### config.mk
export PLATFORM = sky130hd
export DESIGN_NAME = power_monitor
export DESIGN_NICKNAME = d
export VERILOG_FILES = /design/src/rtl/pm_pkg.sv /design/src/rtl/pm_control.sv /design/src/rtl/pm_datapath.sv /design/src/rtl/power_monitor.sv
export SDC_FILE = /design/constraint.sdc
export NUM_CORES = 1
export LEC_CHECK = 0
export CORE_ASPECT_RATIO = 1.2
export CORE_MARGIN = 2
export CORE_UTILIZATION = 42
export DETAILED_ROUTE_END_ITERATION = 6
export GPL_ROUTABILITY_DRIVEN = 0
export PLACE_DENSITY = 0.66
export SLEW_MARGIN = 40
export SYNTH_ARGS = -nofsm -noshare
export SYNTH_HDL_FRONTEND = slang
export SYNTH_HIERARCHICAL = 1
export SYNTH_SLANG_ARGS = --single-unit
export TNS_END_PERCENT = 5
### constraint.sdc
create_clock -name clk -period 40.8 [get_ports clk]
set_input_delay 8.16 -clock clk [delete_from_list [all_inputs] [get_ports clk]]
set_output_delay 8.16 -clock clk [all_outputs]
set_load 0.005 [all_outputs]
### src/rtl/pm_pkg.sv
package pm_pkg;
  localparam int SHIFT_W = 4;

  typedef struct packed {
    logic               clear;    // drop window state
    logic               accum;    // fold current sample into window
    logic               close;    // last sample of window
    logic               emit;     // closing result goes straight out
    logic               rootStep; // one square-root iteration
    logic               rootLast; // final square-root iteration
    logic [SHIFT_W-1:0] rootBit;  // bit under test in the root
    logic [SHIFT_W-1:0] shift;    // effective log2 of window length
  } pm_ctl_t;
endpackage

### src/rtl/pm_control.sv
module pm_control
  import pm_pkg::*;
#(
  parameter int MIN_LOG = 4,
  parameter int MAX_LOG = 11,
  parameter int ROOT_W  = 10,
  parameter int LOG_W   = 4
) (
  input  logic             clk,
  input  logic             rst,
  input  logic             monEn,
  input  logic             rmsSel,
  input  logic [1:0]       modeCode,
  input  logic [LOG_W-1:0] periodLog2,
  output pm_ctl_t          ctl
);
  localparam int CNT_W = MAX_LOG;

  logic [CNT_W-1:0]   sampleCnt;
  logic [CNT_W-1:0]   lastIdx;
  logic [SHIFT_W-1:0] kEff;
  logic               rootBusy;
  logic [SHIFT_W-1:0] bitIdx;
  logic               closeNow;
  logic               directOut;

  always_comb begin
    if (periodLog2 < LOG_W'(MIN_LOG))      kEff = SHIFT_W'(MIN_LOG);
    else if (periodLog2 > LOG_W'(MAX_LOG)) kEff = SHIFT_W'(MAX_LOG);
    else                                   kEff = SHIFT_W'(periodLog2);
    lastIdx   = {CNT_W{1'b1}} >> (SHIFT_W'(MAX_LOG) - kEff);
    closeNow  = monEn && (sampleCnt >= lastIdx);
    directOut = !((modeCode == 2'b00) && !rmsSel);
  end

  always_ff @(posedge clk) begin
    if (rst || !monEn) begin
      sampleCnt <= '0;
      rootBusy  <= 1'b0;
      bitIdx    <= '0;
    end else begin
      sampleCnt <= closeNow ? '0 : sampleCnt + 1'b1;
      if (closeNow && !directOut) begin
        rootBusy <= 1'b1;
        bitIdx   <= SHIFT_W'(ROOT_W - 1);
      end else if (rootBusy) begin
        rootBusy <= (bitIdx != '0);
        bitIdx   <= bitIdx - 1'b1;
      end
    end
  end

  always_comb begin
    ctl.clear    = !monEn;
    ctl.accum    = monEn && !closeNow;
    ctl.close    = closeNow;
    ctl.emit     = directOut;
    ctl.rootStep = monEn && rootBusy;
    ctl.rootLast = monEn && rootBusy && (bitIdx == '0);
    ctl.rootBit  = bitIdx;
    ctl.shift    = kEff;
  end
endmodule

### src/rtl/pm_datapath.sv
module pm_datapath
  import pm_pkg::*;
#(
  parameter int SAMPLE_W = 10,
  parameter int MAX_LOG  = 11,
  parameter int CNT_W    = 10,
  parameter int RES_W    = 20
) (
  input  logic                       clk,
  input  logic                       rst,
  input  logic signed [SAMPLE_W-1:0] sampA,
  input  logic signed [SAMPLE_W-1:0] sampB,
  input  logic                       cplxEn,
  input  logic [1:0]                 modeCode,
  input  logic [SAMPLE_W-1:0]        threshold,
  input  pm_ctl_t                    ctl,
  output logic [RES_W-1:0]           resultWord,
  output logic                       resultValid
);
  localparam int POW_W  = 2 * SAMPLE_W;
  localparam int ACC_W  = POW_W + MAX_LOG;
  localparam int ROOT_W = SAMPLE_W;

  logic [ACC_W-1:0]    powAcc, powAccNext;
  logic [SAMPLE_W-1:0] peakReg, peakNext;
  logic [CNT_W-1:0]    hitCnt, hitCntNext;
  logic [POW_W-1:0]    radicand;
  logic [ROOT_W-1:0]   rootReg, rootNext, trial;
  logic [2*ROOT_W-1:0] trialSq;
  logic [SAMPLE_W-1:0] magA, magB;
  logic [POW_W-1:0]    powA, powB, powSum, meanVal;
  logic [RES_W-1:0]    directRes;

  always_comb begin
    magA   = sampA[SAMPLE_W-1] ? SAMPLE_W'(-sampA) : SAMPLE_W'(sampA);
    magB   = sampB[SAMPLE_W-1] ? SAMPLE_W'(-sampB) : SAMPLE_W'(sampB);
    powA   = POW_W'(magA) * POW_W'(magA);
    powB   = POW_W'(magB) * POW_W'(magB);
    powSum = cplxEn ? powA + powB : powA;

    powAccNext = powAcc + ACC_W'(powSum);
    peakNext   = (magA > peakReg) ? magA : peakReg;
    hitCntNext = hitCnt;
    if ((magA > threshold) && (hitCnt != {CNT_W{1'b1}}))
      hitCntNext = hitCnt + 1'b1;
    meanVal = POW_W'(powAccNext >> ctl.shift);

    case (modeCode)
      2'b00:   directRes = RES_W'(meanVal);
      2'b01:   directRes = RES_W'(peakNext);
      default: directRes = RES_W'(hitCntNext);
    endcase

    trial    = rootReg | (ROOT_W'(1) << ctl.rootBit);
    trialSq  = (2*ROOT_W)'(trial) * (2*ROOT_W)'(trial);
    rootNext = ((2*ROOT_W)'(trialSq) <= (2*ROOT_W)'(radicand)) ? trial : rootReg;
  end

  // window accumulators
  always_ff @(posedge clk) begin
    if (rst || ctl.clear || ctl.close) begin
      powAcc  <= '0;
      peakReg <= '0;
      hitCnt  <= '0;
    end else if (ctl.accum) begin
      powAcc  <= powAccNext;
      peakReg <= peakNext;
      hitCnt  <= hitCntNext;
    end
  end

  // square root and result registers
  always_ff @(posedge clk) begin
    if (rst) begin
      radicand    <= '0;
      rootReg     <= '0;
      resultWord  <= '0;
      resultValid <= 1'b0;
    end else begin
      resultValid <= 1'b0;
      if (ctl.close && ctl.emit) begin
        resultWord  <= directRes;
        resultValid <= 1'b1;
      end else if (ctl.close) begin
        radicand <= meanVal;
        rootReg  <= '0;
      end else if (ctl.rootStep) begin
        rootReg <= rootNext;
        if (ctl.rootLast) begin
          resultWord  <= RES_W'(rootNext);
          resultValid <= 1'b1;
        end
      end
    end
  end
endmodule

### src/rtl/power_monitor.sv
module power_monitor
  import pm_pkg::*;
#(
  parameter int SAMPLE_W = 10,
  parameter int MIN_LOG  = 4,
  parameter int MAX_LOG  = 11,
  parameter int CNT_W    = 10,
  parameter int LOG_W    = 4,
  parameter int RES_W    = 2 * SAMPLE_W
) (
  input  logic                clk,
  input  logic                rst,
  input  logic [SAMPLE_W-1:0] sampA,
  input  logic [SAMPLE_W-1:0] sampB,
  input  logic                monEn,
  input  logic                cplxEn,
  input  logic                rmsSel,
  input  logic [1:0]          modeCode,
  input  logic [LOG_W-1:0]    periodLog2,
  input  logic [SAMPLE_W-1:0] threshold,
  output logic [RES_W-1:0]    resultWord,
  output logic                resultValid
);
  pm_ctl_t ctlStb;

  pm_control #(
    .MIN_LOG(MIN_LOG), .MAX_LOG(MAX_LOG), .ROOT_W(SAMPLE_W), .LOG_W(LOG_W)
  ) u_control (
    .clk(clk), .rst(rst), .monEn(monEn), .rmsSel(rmsSel),
    .modeCode(modeCode), .periodLog2(periodLog2), .ctl(ctlStb)
  );

  pm_datapath #(
    .SAMPLE_W(SAMPLE_W), .MAX_LOG(MAX_LOG), .CNT_W(CNT_W), .RES_W(RES_W)
  ) u_datapath (
    .clk(clk), .rst(rst), .sampA(sampA), .sampB(sampB), .cplxEn(cplxEn),
    .modeCode(modeCode), .threshold(threshold), .ctl(ctlStb),
    .resultWord(resultWord), .resultValid(resultValid)
  );
endmodule

==> qor.csv <==
metric,value,unit
Worst setup EP type,flop,
"Setup Fix Bufs, Post-CTS",0,
Multi-input gate area,14300,sq um
die width,194,um
Final nets,2640,
CP arrival,21290,ps
register area,2360,sq um
Post-DP Area,19300,sq um
Synth-to-Final Area Change,9.47,%
ys flop type,dfxtp_1,
DR WL met3,1680,um
worst setup path category,input port to flop,
post-synthesis sequential area ratio,0.130,
Clock transition at path regs,50,ps
Synth area leaders,"fa_1 17%, ha_1 15%, dfxtp_1 13%",
largest net degree at the start of global routing,52,
total number of vias,15500,
HP Class,flop to flop,
Hold Buf Count CTS,0,
Synth async-reset ratio,0,
CTS Buf Count,17,
"Avg Cell Area, Syn",8.25,sq um
DRT iter0 DRCs,921,
GR Util All Layers,0.212,
Post-synth top cells,"303 x inv_1, 235 x nor2_1, 219 x ha_1, 171 x nand2_1, 158 x fa_1",
final instance area,19800,sq um
WL final,46900,um
Worst Hold Depth,2,
Mapped Area,18100,sq um
Max Transition Viols Final,0,
max cap viols,0,
worst-case clock buffer depth,2,
clk_lat worst skew,430,ps
final worst path period share,0.513,
Root Driver,clkbuf_16,
Final Setup Violations,0,
TritonCTS clock tree,yes,
slowest CP cell,clkdlybuf4s50_1,
Crit path top cell by count,fa_1,
RSZ-0062 raised after global routing,false,
"EDFF count, synth",0,
Final Hold Vio Count,0,
cell taking the most area after synthesis,fa_1,
die span in y,232,um
DRC viols,0,
# IOs,62,
initial antenna violation count,0,
Worst slew margin,0.438,
total gr overflow,0,
Mapped Cells,2196,
Setup crit start kind,input port,
DR vias/cell,5.55,
TritonRoute pass-1 iters,6,
fin util,0.465,
vias in the first global route,16000,
num rows,83,
pre-CTS WS,19720,ps
setup slack after layout,19890,ps
setup_tns,0,ps
final worst path period need,20910,ps
htree depth,4,
Max Clock Skew,9.53,ps
status,finished clean,
Inserted Diodes,0,
top sig layer,met4,
Post-CTS Resized,0,
Initial Utilization,0.425,
crit-path max cell delay,630,ps
most common cell in the synthesized netlist,inv_1,
Worst Tran Pin Value,837,ps
"FF+latch count, synth",118,
Critical Path RT,41170,ps
first-pass GRT wire length,78600,um
Worst R2R Path Depth,34,
post-detail-place hpwl,38000,um
full die area,44800,sq um
Synth cell types,92,
clk sink count,118,
fraction of layout cells with a size suffix above 1,0.0671,
fillers,4100,
Max Fclk,47.8,MHz
share of the synthesized area in the top cell type,0.175,
port bufs,61,
CP max FO,13,
Wirelength per Cell,16.8,um
met2 WL post-DR,23400,um
remaining antenna violation count,0,
core area,42700,sq um
wl on met1,20100,um
yosys warns,6,
==> critical path: cells and delay by family <==
family | cells | cell delay (ps)
xor+xnor | 4 | 1120
compound gates | 12 | 2610
mux | 2 | 660
fa+ha+maj | 12 | 5180
simple gates | 12 | 2090
buf+inv | 6 | 1450
==> registers in the layout, indices dropped and copies added, names as in the netlist <==
signal,cells
u_datapath/powAcc,31
u_datapath/radicand,20
u_datapath/resultWord,20
u_control/sampleCnt,11
u_datapath/hitCnt,10
u_datapath/peakReg,10
u_datapath/rootReg,10
u_control/bitIdx,4
u_control/rootBusy,1
u_datapath/resultValid,1
==> metal layers <==
metal | vias up | track usage
met2 | 410 | 0.387
met1 | 7444 | 0.254
met3 | 109 | 0.0196
met5 | - | 0
li1 | 7498 | -
met4 | 0 | 0.0933
==> final cells by class <==
type / count / area share
clock buffers: 20 / 0.0225
repair buffers: 80 / 0.0380
clock inverters: 12 / 0.00536
inverters: 312 / 0.0592
multi-input cells: 1693 / 0.721
well taps: 552 / 0.0348
flip-flops and latches: 118 / 0.119
==> cells in the final DEF (no fill, tap or decap), types with 19 or more instances in the layout <==
master,count
inv_1,303
nor2_1,235
ha_1,219
nand2_1,171
fa_1,158
dfxtp_1,118
a21oi_1,97
xnor2_1,86
o21ai_0,70
clkdlybuf4s50_1,61
xor2_1,50
mux2i_1,48
nand3_1,44
mux2_2,34
a21o_1,32
a211oi_1,32
nor3_1,28
nor2b_1,23
o21a_1,22
buf_4,19
nand2b_1,19
==> logic make-up (layout without fill, tap and decap cells) <==
| logic type | count (synthesis) | count (layout) | share of synthesized area |
|---|---|---|---|
| flip-flops | 118 | 118 | 0.130 |
| AO/OA/AOI/OAI | 429 | 429 | 0.165 |
| buffers and inverters | 399 | 424 | 0.0847 |
| adder cells (fa/ha/maj) | 379 | 379 | 0.327 |
| multiplexers | 95 | 95 | 0.0640 |
| AND/OR/NAND/NOR | 633 | 633 | 0.161 |
| XOR/XNOR | 139 | 139 | 0.0676 |
| other | 4 | 18 | 0.000828 |
==> metrics by stage <==
| step | hold slack, ps | instances |
|---|---|---|
| floorplan | 436 | 2210 |
| CTS | 456 | 2787 |
| detailed placement | 448 | 2755 |
| global route | 490 | 2787 |
| global placement | 445 | 2755 |
| finish | 455 | 2787 |
==> final timing paths <==
check	startpoint	slack, ps	endpoint
max	sampA[0]	19890	u_datapath/radicand[11]
min	u_datapath/radicand[6]	460	u_datapath/radicand[6]
max reg2reg	u_control/bitIdx[1]	31850	u_datapath/resultWord[8]
min reg2reg	u_datapath/radicand[6]	460	u_datapath/radicand[6]
Power is not shown: default switching activity piles up to over one toggle a cycle in this logic, so the estimate is an artifact.
